==> src/rtl/prot_guard_pkg.sv <==
// Package prot_guard_pkg
// Shared constants, access-kind encoding and helper functions for the
// memory protection checker. It assumes configuration words are 32 bits wide.
package prot_guard_pkg;

    localparam int CFG_W     = 32;   // configuration word width
    localparam int PERM_W    = 12;   // stored bits of a permission word
    localparam int ATTR_LO   = 2;    // lowest attribute bit position
    localparam int ATTR_W    = 7;    // attribute bits [8:2]
    localparam int ON_BIT    = 30;   // protection enable position
    localparam int MIN_EXP   = 10;   // 2^(10+1) = 2048 bytes minimum

    localparam int BIT_UX = 3;
    localparam int BIT_UW = 4;
    localparam int BIT_UR = 5;
    localparam int BIT_KX = 6;
    localparam int BIT_KW = 7;
    localparam int BIT_KR = 8;

    typedef enum logic [1:0] {
        KIND_READ  = 2'd0,
        KIND_WRITE = 2'd1,
        KIND_EXEC  = 2'd2
    } acc_kind_e;

    // Unscrambles the size exponent and applies the minimum size.
    function automatic logic [4:0] eff_exp(input logic [PERM_W-1:0] perm);
        logic [4:0] e;
        e = {perm[11:9], perm[1:0]};
        return (e < 5'(MIN_EXP)) ? 5'(MIN_EXP) : e;
    endfunction

    // Index into the 7-bit attribute vector for an access kind and mode.
    function automatic logic [2:0] attr_index(input acc_kind_e kind,
                                              input logic user);
        int pos;
        case (kind)
            KIND_EXEC:  pos = user ? BIT_UX : BIT_KX;
            KIND_WRITE: pos = user ? BIT_UW : BIT_KW;
            default:    pos = user ? BIT_UR : BIT_KR;
        endcase
        return 3'(pos - ATTR_LO);
    endfunction

endpackage

==> src/rtl/prot_guard_regfile.sv <==
// Module prot_guard_regfile
// Holds the region table and the control word, and decodes configuration
// writes and combinational read-back. It assumes ADDR_W <= 32 and that the
// offset port is wide enough to address 2*NUM_REGIONS+1 words.
module prot_guard_regfile
    import prot_guard_pkg::*;
#(
    parameter int NUM_REGIONS = 16,
    parameter int ADDR_W      = 32,
    parameter int OFF_W       = 6
) (
    input  logic                clk,
    input  logic                rst_n,
    input  logic                cfg_we,
    input  logic [OFF_W-1:0]    cfg_addr,
    input  logic [CFG_W-1:0]    cfg_wdata,
    output logic [CFG_W-1:0]    cfg_rdata,
    output logic [ADDR_W-1:0]   base_q [NUM_REGIONS],
    output logic [PERM_W-1:0]   perm_q [NUM_REGIONS],
    output logic                on_q,
    output logic [ATTR_W-1:0]   dflt_q
);

    localparam int CTRL_OFF = 2 * NUM_REGIONS;

    for (genvar i = 0; i < NUM_REGIONS; i++) begin : g_region
        // Captures writes to the base and permission words of region i.
        always_ff @(posedge clk) begin
            if (!rst_n) begin
                base_q[i] <= '0;
                perm_q[i] <= '0;
            end else if (cfg_we) begin
                if (int'(cfg_addr) == 2 * i)
                    base_q[i] <= cfg_wdata[ADDR_W-1:0];
                if (int'(cfg_addr) == 2 * i + 1)
                    perm_q[i] <= cfg_wdata[PERM_W-1:0];
            end
        end
    end

    // Captures writes to the control word.
    always_ff @(posedge clk) begin
        if (!rst_n) begin
            on_q   <= 1'b0;
            dflt_q <= '0;
        end else if (cfg_we && int'(cfg_addr) == CTRL_OFF) begin
            on_q   <= cfg_wdata[ON_BIT];
            dflt_q <= cfg_wdata[ATTR_LO +: ATTR_W];
        end
    end

    // Returns the addressed word; unmapped offsets read zero.
    always_comb begin
        cfg_rdata = '0;
        for (int i = 0; i < NUM_REGIONS; i++) begin
            if (int'(cfg_addr) == 2 * i)
                cfg_rdata = CFG_W'(base_q[i]);
            if (int'(cfg_addr) == 2 * i + 1)
                cfg_rdata = CFG_W'(perm_q[i]);
        end
        if (int'(cfg_addr) == CTRL_OFF) begin
            cfg_rdata[ON_BIT]              = on_q;
            cfg_rdata[ATTR_LO +: ATTR_W]   = dflt_q;
        end
    end

endmodule

==> src/rtl/prot_guard_match.sv <==
// Module prot_guard_match
// Compares the access address against every region in parallel and returns
// one hit bit per region. It assumes the base word's bit 0 is the valid
// bit; the minimum span keeps that bit outside every compare mask.
module prot_guard_match
    import prot_guard_pkg::*;
#(
    parameter int NUM_REGIONS = 16,
    parameter int ADDR_W      = 32
) (
    input  logic [ADDR_W-1:0]      acc_addr,
    input  logic [ADDR_W-1:0]      base_q [NUM_REGIONS],
    input  logic [PERM_W-1:0]      perm_q [NUM_REGIONS],
    output logic [NUM_REGIONS-1:0] hit
);

    for (genvar i = 0; i < NUM_REGIONS; i++) begin : g_cmp
        logic [5:0]        span_lg;
        logic [ADDR_W:0]   wide_mask;
        logic [ADDR_W-1:0] keep_mask;

        // Builds the mask of address bits above the region's span.
        always_comb begin
            span_lg   = {1'b0, eff_exp(perm_q[i])} + 6'd1;
            wide_mask = {(ADDR_W+1){1'b1}} << span_lg;
            keep_mask = wide_mask[ADDR_W-1:0];
        end

        // Flags region i when it is valid and the upper bits agree.
        always_comb begin
            hit[i] = base_q[i][0] &&
                     (((acc_addr ^ base_q[i]) & keep_mask) == '0);
        end
    end

endmodule

==> src/rtl/prot_guard_resolve.sv <==
// Module prot_guard_resolve
// Picks the lowest-indexed hit, selects its attributes (or the default
// attributes when nothing hits) and grants or denies the access. It
// assumes the hit vector is already qualified by each region's valid bit.
module prot_guard_resolve
    import prot_guard_pkg::*;
#(
    parameter int NUM_REGIONS = 16
) (
    input  logic [NUM_REGIONS-1:0] hit,
    input  logic [PERM_W-1:0]      perm_q [NUM_REGIONS],
    input  logic                   on_q,
    input  logic [ATTR_W-1:0]      dflt_q,
    input  acc_kind_e              kind,
    input  logic                   user,
    output logic [NUM_REGIONS-1:0] win,
    output logic                   allow
);

    logic [ATTR_W-1:0] win_attr;
    logic [ATTR_W-1:0] use_attr;

    // Isolates the lowest set hit bit.
    always_comb begin
        win = hit & (~hit + NUM_REGIONS'(1));
    end

    // AND-OR selection of the winning region's attributes.
    always_comb begin
        win_attr = '0;
        for (int i = 0; i < NUM_REGIONS; i++)
            win_attr |= perm_q[i][ATTR_LO +: ATTR_W] & {ATTR_W{win[i]}};
        use_attr = (hit != '0) ? win_attr : dflt_q;
    end

    // Grants when protection is off or the selected permission is set.
    always_comb begin
        allow = !on_q || use_attr[attr_index(kind, user)];
    end

endmodule

==> src/rtl/prot_guard.sv <==
// Module prot_guard
// Top of the memory protection checker: region table, parallel matcher,
// priority resolver and registered violation flag. It assumes one access
// per cycle and that acc_exec takes precedence over acc_write.
module prot_guard
    import prot_guard_pkg::*;
#(
    parameter int NUM_REGIONS = 16,
    parameter int ADDR_W      = 32,
    localparam int OFF_W      = $clog2(2 * NUM_REGIONS + 1)
) (
    input  logic              clk,
    input  logic              rst_n,
    input  logic              cfg_we,
    input  logic [OFF_W-1:0]  cfg_addr,
    input  logic [31:0]       cfg_wdata,
    output logic [31:0]       cfg_rdata,
    input  logic              acc_valid,
    input  logic [ADDR_W-1:0] acc_addr,
    input  logic              acc_write,
    input  logic              acc_exec,
    input  logic              acc_user,
    output logic              acc_allow,
    output logic              acc_viol
);

    logic [ADDR_W-1:0]      base_q [NUM_REGIONS];
    logic [PERM_W-1:0]      perm_q [NUM_REGIONS];
    logic                   on_q;
    logic [ATTR_W-1:0]      dflt_q;
    logic [NUM_REGIONS-1:0] hit_vec;
    logic [NUM_REGIONS-1:0] win_vec;
    logic [NUM_REGIONS-1:0] valid_vec;
    acc_kind_e              kind;

    // Encodes the access kind; a fetch outranks a write.
    always_comb begin
        if (acc_exec)       kind = KIND_EXEC;
        else if (acc_write) kind = KIND_WRITE;
        else                kind = KIND_READ;
    end

    for (genvar i = 0; i < NUM_REGIONS; i++) begin : g_valid
        assign valid_vec[i] = base_q[i][0];
    end

    prot_guard_regfile #(
        .NUM_REGIONS (NUM_REGIONS),
        .ADDR_W      (ADDR_W),
        .OFF_W       (OFF_W)
    ) u_regs (
        .clk       (clk),
        .rst_n     (rst_n),
        .cfg_we    (cfg_we),
        .cfg_addr  (cfg_addr),
        .cfg_wdata (cfg_wdata),
        .cfg_rdata (cfg_rdata),
        .base_q    (base_q),
        .perm_q    (perm_q),
        .on_q      (on_q),
        .dflt_q    (dflt_q)
    );

    prot_guard_match #(
        .NUM_REGIONS (NUM_REGIONS),
        .ADDR_W      (ADDR_W)
    ) u_match (
        .acc_addr (acc_addr),
        .base_q   (base_q),
        .perm_q   (perm_q),
        .hit      (hit_vec)
    );

    prot_guard_resolve #(
        .NUM_REGIONS (NUM_REGIONS)
    ) u_resolve (
        .hit    (hit_vec),
        .perm_q (perm_q),
        .on_q   (on_q),
        .dflt_q (dflt_q),
        .kind   (kind),
        .user   (acc_user),
        .win    (win_vec),
        .allow  (acc_allow)
    );

    // Registers a violation for a presented access that was denied.
    always_ff @(posedge clk) begin
        if (!rst_n) acc_viol <= 1'b0;
        else        acc_viol <= acc_valid && !acc_allow;
    end

endmodule

==> config.mk <==
export PLATFORM = sky130hd
export DESIGN_NAME = prot_guard
export DESIGN_NICKNAME = d
export VERILOG_FILES = /design/src/rtl/prot_guard_pkg.sv /design/src/rtl/prot_guard_regfile.sv /design/src/rtl/prot_guard_match.sv /design/src/rtl/prot_guard_resolve.sv /design/src/rtl/prot_guard.sv
export SDC_FILE = /design/constraint.sdc
export NUM_CORES = 2
export LEC_CHECK = 0
export ABC_CLOCK_PERIOD_IN_PS = 8100
export CAP_MARGIN = 40
export CORE_ASPECT_RATIO = 1.2
export CORE_MARGIN = 10
export CORE_UTILIZATION = 29
export DETAILED_ROUTE_END_ITERATION = 8
export DONT_BUFFER_PORTS = 1
export PLACE_DENSITY = 0.54
export REMOVE_ABC_BUFFERS = 1
export SETUP_SLACK_MARGIN = 0.5
export SLEW_MARGIN = 20
export SYNTH_ARGS = -nofsm -noshare
export SYNTH_HDL_FRONTEND = slang
export SYNTH_HIERARCHICAL = 1
export SYNTH_SLANG_ARGS = --single-unit
==> constraint.sdc <==
create_clock -name clk -period 8.1 [get_ports clk]
set_input_delay 0.81 -clock clk [delete_from_list [all_inputs] [get_ports clk]]
set_output_delay 0.81 -clock clk [all_outputs]
set_load 0.05 [all_outputs]
Yosys cells after proc, flatten, opt, wreduce, memory -nomap -nowiden
Cells that the tools add are included.
{"block": "word_totals", "regBits": 713, "in_bits": 77, "word_cells": 315}
{"block": "classes", "n_addsub": 18, "magnitude_cmp": 17, "eq_ne": 34, "shifts": 16, "mux": 59, "bitwise": 65, "n_reduce_logical": 71}
{"operator": "$mux W32", "n": 32}
{"operator": "$shl A33 B6 Y32 const A", "n": 16}
{"operator": "$and A32 B32 Y32", "n": 16}
{"operator": "$logic_not A32 Y1", "n": 16}
{"operator": "$xor A32 B32 Y32", "n": 16}
{"operator": "$and A7 B7 Y7", "n": 16}
{"operator": "$or A7 B7 Y7", "n": 15}
{"operator": "$eq A6 B6 Y1 const B", "n": 17}
{"operator": "$add A5 B1 Y6 const B", "n": 16}
{"operator": "$lt A5 B4 Y1 const B", "n": 16}
{"operator": "$mux W5", "n": 16}
{"operator": "$reduce_and A2 Y1", "n": 32}
{"operator": "$eq A6 B5 Y1 const B", "n": 8}
{"operator": "$eq A6 B4 Y1 const B", "n": 4}
{"operator": "$logic_and A1 B1 Y1", "n": 18}
{"operator": "$add A16 B1 Y16 const B", "n": 1}
{"operator": "$and A16 B16 Y16", "n": 1}
{"operator": "$not A16 Y16", "n": 1}
{"operator": "$reduce_bool A16 Y1", "n": 1}
{"operator": "$mux W7", "n": 2}
{"operator": "$eq A6 B3 Y1 const B", "n": 2}
{"operator": "$eq A6 B2 Y1 const B", "n": 1}
{"operator": "$logic_not A6 Y1", "n": 1}
{"operator": "$mux W3", "n": 2}
{"operator": "10 further kinds", "n": 14}

Depth between registers and ports, before layout
{"block": "depth", "word_depth": 34, "mapped_depth": 23, "depth_no_buf": 20}

By module
Netlist, hierarchy kept.
{"module": "prot_guard_regfile", "instances": 1, "cells_per_inst": 4270, "area_each_um2": 33248.1, "seq_area_each_um2": 14253.7}
{"module": "prot_guard_match", "instances": 1, "cells_per_inst": 1899, "area_each_um2": 12872.3, "seq_area_each_um2": 0.0}
{"module": "prot_guard_resolve", "instances": 1, "cells_per_inst": 246, "area_each_um2": 1480.2, "seq_area_each_um2": 0.0}
{"module": "prot_guard", "instances": 1, "cells_per_inst": 3, "area_each_um2": 35.0, "seq_area_each_um2": 20.0}

Least setup slack after synthesis
No wires, ideal clock.
{"block": "synth_timing", "path_kind": "reg-to-output", "startpoint": "register u_regs/perm_q[179] (netlist name)", "endpoint": "output port acc_allow", "t_arrival_ps": 5277, "required_ps": 7290, "path_slack_ps": 2013, "stages_incl_launch_ff": 21, "path_buffers": 4, "path_cell_list": "dfxtp_1 > buf_4 > clkbuf_1 > a21oi_1 > or2_2 > ha_1 > buf_2 > xor2_1 > o41ai_2 > o21ai_0 > or4_1 > or4_1 > a2111oi_2 > or4_1 > buf_2 > nor2_1 > and3_1 > a221o_1 > a2111oi_0 > a211oi_2 > a211o_1"}
{"block": "synth_via", "elab_chain_cells": 30, "elab_cells_between_ends": 45, "classes_between": "2 x add/sub; 1 x order compare; 1 x shift; 4 x mux; 33 x bitwise; 4 x reduce/logical"}
{"item": "start: declaration", "line": "prot_guard_regfile.sv:19", "text": "output logic [PERM_W-1:0] perm_q [NUM_REGIONS],"}
{"item": "start signal: indexed assignment", "line": "prot_guard_regfile.sv:36", "text": "perm_q[i] <= cfg_wdata[PERM_W-1:0];"}
{"item": "$lt A5 B4 Y1", "line": "prot_guard_pkg.sv:30", "text": "return (e < 5'(MIN_EXP)) ? 5'(MIN_EXP) : e;"}
{"item": "$mux W5 *", "line": "prot_guard_pkg.sv:30"}
{"item": "$add A5 B1 Y6 *", "line": "prot_guard_match.sv:24", "text": "span_lg = {1'b0, eff_exp(perm_q[i])} + 6'd1;"}
{"item": "$shl A33 B6 Y32 *", "line": "prot_guard_match.sv:25", "text": "wide_mask = {(ADDR_W+1){1'b1}} << span_lg;"}
{"item": "$and A32 B32 Y32 *", "line": "prot_guard_match.sv:32", "text": "(((acc_addr ^ base_q[i]) & keep_mask) == '0);"}
{"item": "$logic_not A32 Y1 *", "line": "prot_guard_match.sv:32"}
{"item": "$logic_and A1 B1 Y1 *", "line": "prot_guard_match.sv:31", "text": "hit[i] = base_q[i][0] &&"}
{"item": "via hit_vec[1]", "line": "prot_guard.sv:31", "text": "logic [NUM_REGIONS-1:0] hit_vec;"}
{"item": "$not A16 Y16", "line": "prot_guard_resolve.sv:25", "text": "win = hit & (~hit + NUM_REGIONS'(1));"}
{"item": "$add A16 B1 Y16", "line": "prot_guard_resolve.sv:25"}
{"item": "$and A16 B16 Y16", "line": "prot_guard_resolve.sv:25"}
{"item": "$and A7 B7 Y7", "line": "prot_guard_resolve.sv:32", "text": "win_attr |= perm_q[i][ATTR_LO +: ATTR_W] & {ATTR_W{win[i]}};"}
{"item": "$or A7 B7 Y7 (15 in a row)", "line": "prot_guard_resolve.sv:32"}
{"item": "$mux W7 *", "line": "prot_guard_resolve.sv:33", "text": "use_attr = (hit != '0) ? win_attr : dflt_q;"}
{"item": "$bmux W1 S3 *", "line": "prot_guard_resolve.sv:38", "text": "allow = !on_q || use_attr[attr_index(kind, user)];"}
{"item": "$mux W1 (implied by the code) *", "line": "prot_guard_resolve.sv:38"}
{"item": "$logic_or A1 B1 Y1 *", "line": "prot_guard_resolve.sv:38"}
{"item": "end: declaration", "line": "prot_guard.sv:23", "text": "output logic acc_allow,"}
The timed path passes the listed nets; every way through them passes the cells marked *. The select of a mux whose other input is x is not followed.

Final worst setup path
{"block": "layout_timing", "startpoint": "register u_regs/perm_q[178] (netlist name)", "endpoint": "output port acc_allow"}
The elaborated chain is that of the path after synthesis.

==> metrics.txt <==
# TYPE chip_impl_metric gauge
chip_impl_metric{name="dr_total_vias",unit=""} 48930
chip_impl_metric{name="worst-path-buf-inv",unit=""} 2
chip_impl_metric{name="routed_via_density",unit=""} 5.962
chip_impl_metric{name="final_max_slew_viol_count",unit=""} 327
chip_impl_metric{name="wirelength",unit="mm"} 251.7
chip_impl_info{name="r2r-start",value="u_regs/perm_q[178]"} 1
chip_impl_metric{name="ys_warn_count",unit=""} 6
chip_impl_metric{name="htreeDepth",unit=""} 3
chip_impl_metric{name="synthToLayoutAreaGrowth",unit="%"} 8.174
chip_impl_metric{name="critPathMaxStageDelay",unit="ns"} 0.70
chip_impl_metric{name="worst_ir_drop_vdd",unit="mV"} 0.1364
chip_impl_metric{name="first_pass_detailed_route_iteration_total",unit=""} 7
chip_impl_info{name="timing.hold.worst.start",value="cfg_wdata[27]"} 1
chip_impl_info{name="cts_tree",value="yes"} 1
chip_impl_metric{name="leak_pwr",unit="nW"} 16.82
chip_impl_metric{name="first_pass_grt_wire_length",unit="mm"} 348.1
chip_impl_info{name="mostFrequentLayoutCells",value="sky130_fd_sc_hd__nand2_1 (1604), sky130_fd_sc_hd__dfxtp_1 (711), sky130_fd_sc_hd__a21boi_0 (685)"} 1
chip_impl_metric{name="post_route_cell_area",unit="mm2"} 0.05146
chip_impl_metric{name="via_count_of_the_first_global_routing_pass",unit=""} 44670
chip_impl_metric{name="place.gp.congestion",unit=""} 0.9933
chip_impl_metric{name="finalWorstPathRequiredPeriod",unit="ns"} 7.311
chip_impl_metric{name="setup_violations",unit=""} 0
chip_impl_metric{name="fin_worst_skew",unit="ns"} 0.03183
chip_impl_metric{name="postSynthAreaPerCell",unit="um2"} 7.424
chip_impl_metric{name="p_per_area",unit="mW/mm2"} 154.5
chip_impl_metric{name="place_worst_setup_slack",unit="ns"} 1.154
chip_impl_metric{name="arrival",unit="ns"} 6.50
chip_impl_metric{name="finalSetupTns",unit="ns"} 0
chip_impl_metric{name="timing.max_cap.violations",unit=""} 0
chip_impl_metric{name="drc",unit=""} 0
chip_impl_info{name="worst_path_most_repeated_cell",value="sky130_fd_sc_hd__or4_1"} 1
chip_impl_metric{name="maxSlewHeadroom",unit=""} -0.3820
chip_impl_metric{name="post_placement_cell_area",unit="mm2"} 0.04880
chip_impl_metric{name="clock_latency",unit="ns"} 0.72
chip_impl_metric{name="die_w",unit="um"} 389.7
chip_impl_metric{name="cell_count_after_synthesis",unit=""} 6408
chip_impl_metric{name="placementRows",unit=""} 162
chip_impl_metric{name="fmaxAchievable",unit="GHz"} 0.1368
chip_impl_info{name="crit_family",value="compound AO/OA/AOI/OAI gates"} 1
chip_impl_info{name="layout.cells.most_common",value="sky130_fd_sc_hd__nand2_1"} 1
chip_impl_metric{name="post_layout_worst_setup_margin",unit="ns"} 0.7886
chip_impl_info{name="violations",value="max-slew violations"} 1
chip_impl_metric{name="die_h",unit="um"} 463.7
chip_impl_metric{name="globalRouteTotalUtil",unit=""} 0.2623
chip_impl_info{name="cts.root.buffer_cell",value="sky130_fd_sc_hd__clkbuf_16"} 1
chip_impl_metric{name="design.core.area",unit="mm2"} 0.1628
chip_impl_metric{name="hpwl",unit="mm"} 181.1
chip_impl_metric{name="grt_remaining_overflow",unit=""} 0
chip_impl_metric{name="worst-endpoint-required",unit="ns"} 7.29
chip_impl_metric{name="seq_area",unit="mm2"} 0.01428
chip_impl_metric{name="tightest_slew",unit="ns"} 2.073
chip_impl_metric{name="ctsLongestPathBuffers",unit=""} 3
chip_impl_info{name="min-delay-path-class",value="input port to flop"} 1
chip_impl_info{name="rsz0062_at_grt",value="false"} 1
chip_impl_metric{name="path_max_fanout",unit=""} 16
chip_impl_metric{name="placed_cells_incl_taps",unit=""} 8060
chip_impl_info{name="cpMaxStageDelayCell",value="sky130_fd_sc_hd__a2111oi_4"} 1
chip_impl_metric{name="hold-worst-slack",unit="ns"} 0.2526
chip_impl_metric{name="final_layout_size_suffix_gt1_frac",unit=""} 0.05783
chip_impl_metric{name="synth.cell_area",unit="mm2"} 0.04757
chip_impl_info{name="criticalPathCategory",value="flop to output port"} 1
chip_impl_info{name="critical_path.startpoint",value="u_regs/perm_q[178]"} 1
chip_impl_metric{name="final.period_utilization",unit=""} 0.9026
chip_impl_metric{name="final-instance-count-excl-fill",unit=""} 8206
chip_impl_metric{name="clkTransAtPathRegs",unit="ns"} 0.07
chip_impl_info{name="crit_chain",value="o21a_1 -> o21ai_0 -> inv_1 -> ha_2 -> nand3_1 -> xor2_1 -> o41ai_2 -> o21ai_0 -> or4_1 -> or4_1 -> a2111oi_4 -> buf_6 -> or4_1 -> nor2_1 -> and3_1 -> a2111oi_0 -> o32ai_1 -> a211o_2"} 1
chip_impl_metric{name="layout.filler_cells",unit=""} 17400
chip_impl_metric{name="top_level_ports",unit=""} 111
chip_impl_metric{name="drt-wirelength-per-cell",unit="um"} 30.68
chip_impl_metric{name="ant_nets",unit=""} 0
chip_impl_metric{name="antenna_found_initial",unit=""} 3
chip_impl_metric{name="cts_sinks",unit=""} 713
chip_impl_info{name="critical_path_end_type",value="output port"} 1
chip_impl_metric{name="number_of_i_o_port_buffers",unit=""} 0
chip_impl_metric{name="dieArea",unit="mm2"} 0.1807
chip_impl_metric{name="num-nets-final",unit=""} 6140
chip_impl_metric{name="grt_max_degree",unit=""} 714
chip_impl_metric{name="cts-buffers-inserted",unit=""} 79
chip_impl_metric{name="multi_input_logic_area",unit="mm2"} 0.03069
chip_impl_info{name="status",value="finished with violations"} 1
chip_impl_info{name="timing.critical_path.from_type",value="flop"} 1
chip_impl_metric{name="drtIter0Drc",unit=""} 6762
chip_impl_metric{name="start_util",unit=""} 0.2923
chip_impl_metric{name="finalHoldViolations",unit=""} 0
==> sequential cells by signal, indices dropped and copies added (netlist names) <==
signal	flops
acc_viol	1
u_regs/base_q	512
u_regs/dflt_q	7
u_regs/on_q	1
u_regs/perm_q	192
==> metal layers <==
metal  up-vias  part of all wire  GRT usage
li1      21480                 -          -
met1     23750              0.38     0.3195
met2      2946              0.44     0.4119
met3       743             0.087    0.04118
met4         2             0.088     0.2014
met5         -          0.000036          0
==> report_power, final <==
part	total, W	switching [W]	internal, W
registers	0.00354	0.0000222	0.00352
logic	0.000624	0.000382	0.000241
clock network	0.00379	0.00168	0.00210
total	0.00795	0.00209	0.00586
==> worst paths after layout <==
check / endpoint / slack [ns] / cells past startpoint
worst max register to register: acc_viol / 2.02 / 19
worst max-delay path: acc_allow / 0.79 / 18
worst min-delay path: u_regs/base_q[27] / 0.25 / 2
worst min register to register: u_regs/perm_q[8] / 0.49 / 2
==> layout make-up <==
cell class,instances,share of cell area
Multi-Input combinational cell,5031,0.5964
Tap cell,2132,0.05184
Timing Repair Buffer,112,0.01855
Clock buffer,114,0.04627
Sequential cell,713,0.2774
Antenna cell,5,0.0002431
Inverter,76,0.005543
Clock inverter,23,0.003769
==> metrics by stage <==
stage          utilization  total power [W]
6_report            0.3162         0.007951
5_1_grt             0.3161         0.008097
4_1_cts             0.3157         0.007944
3_5_place_dp        0.2998         0.004203
3_3_place_gp        0.2986         0.004205
2_1_floorplan            -         0.003980
==> what timing repair did <==
item | in CTS | in global routing
buffers inserted | 0 | 1
pin swaps | 1 | 2
resized for setup | 1 | 7
hold buffers | 0 | 0
setup endpoints to repair | 1 | 1
No activity file was read; power rests on OpenSTA's default activity.
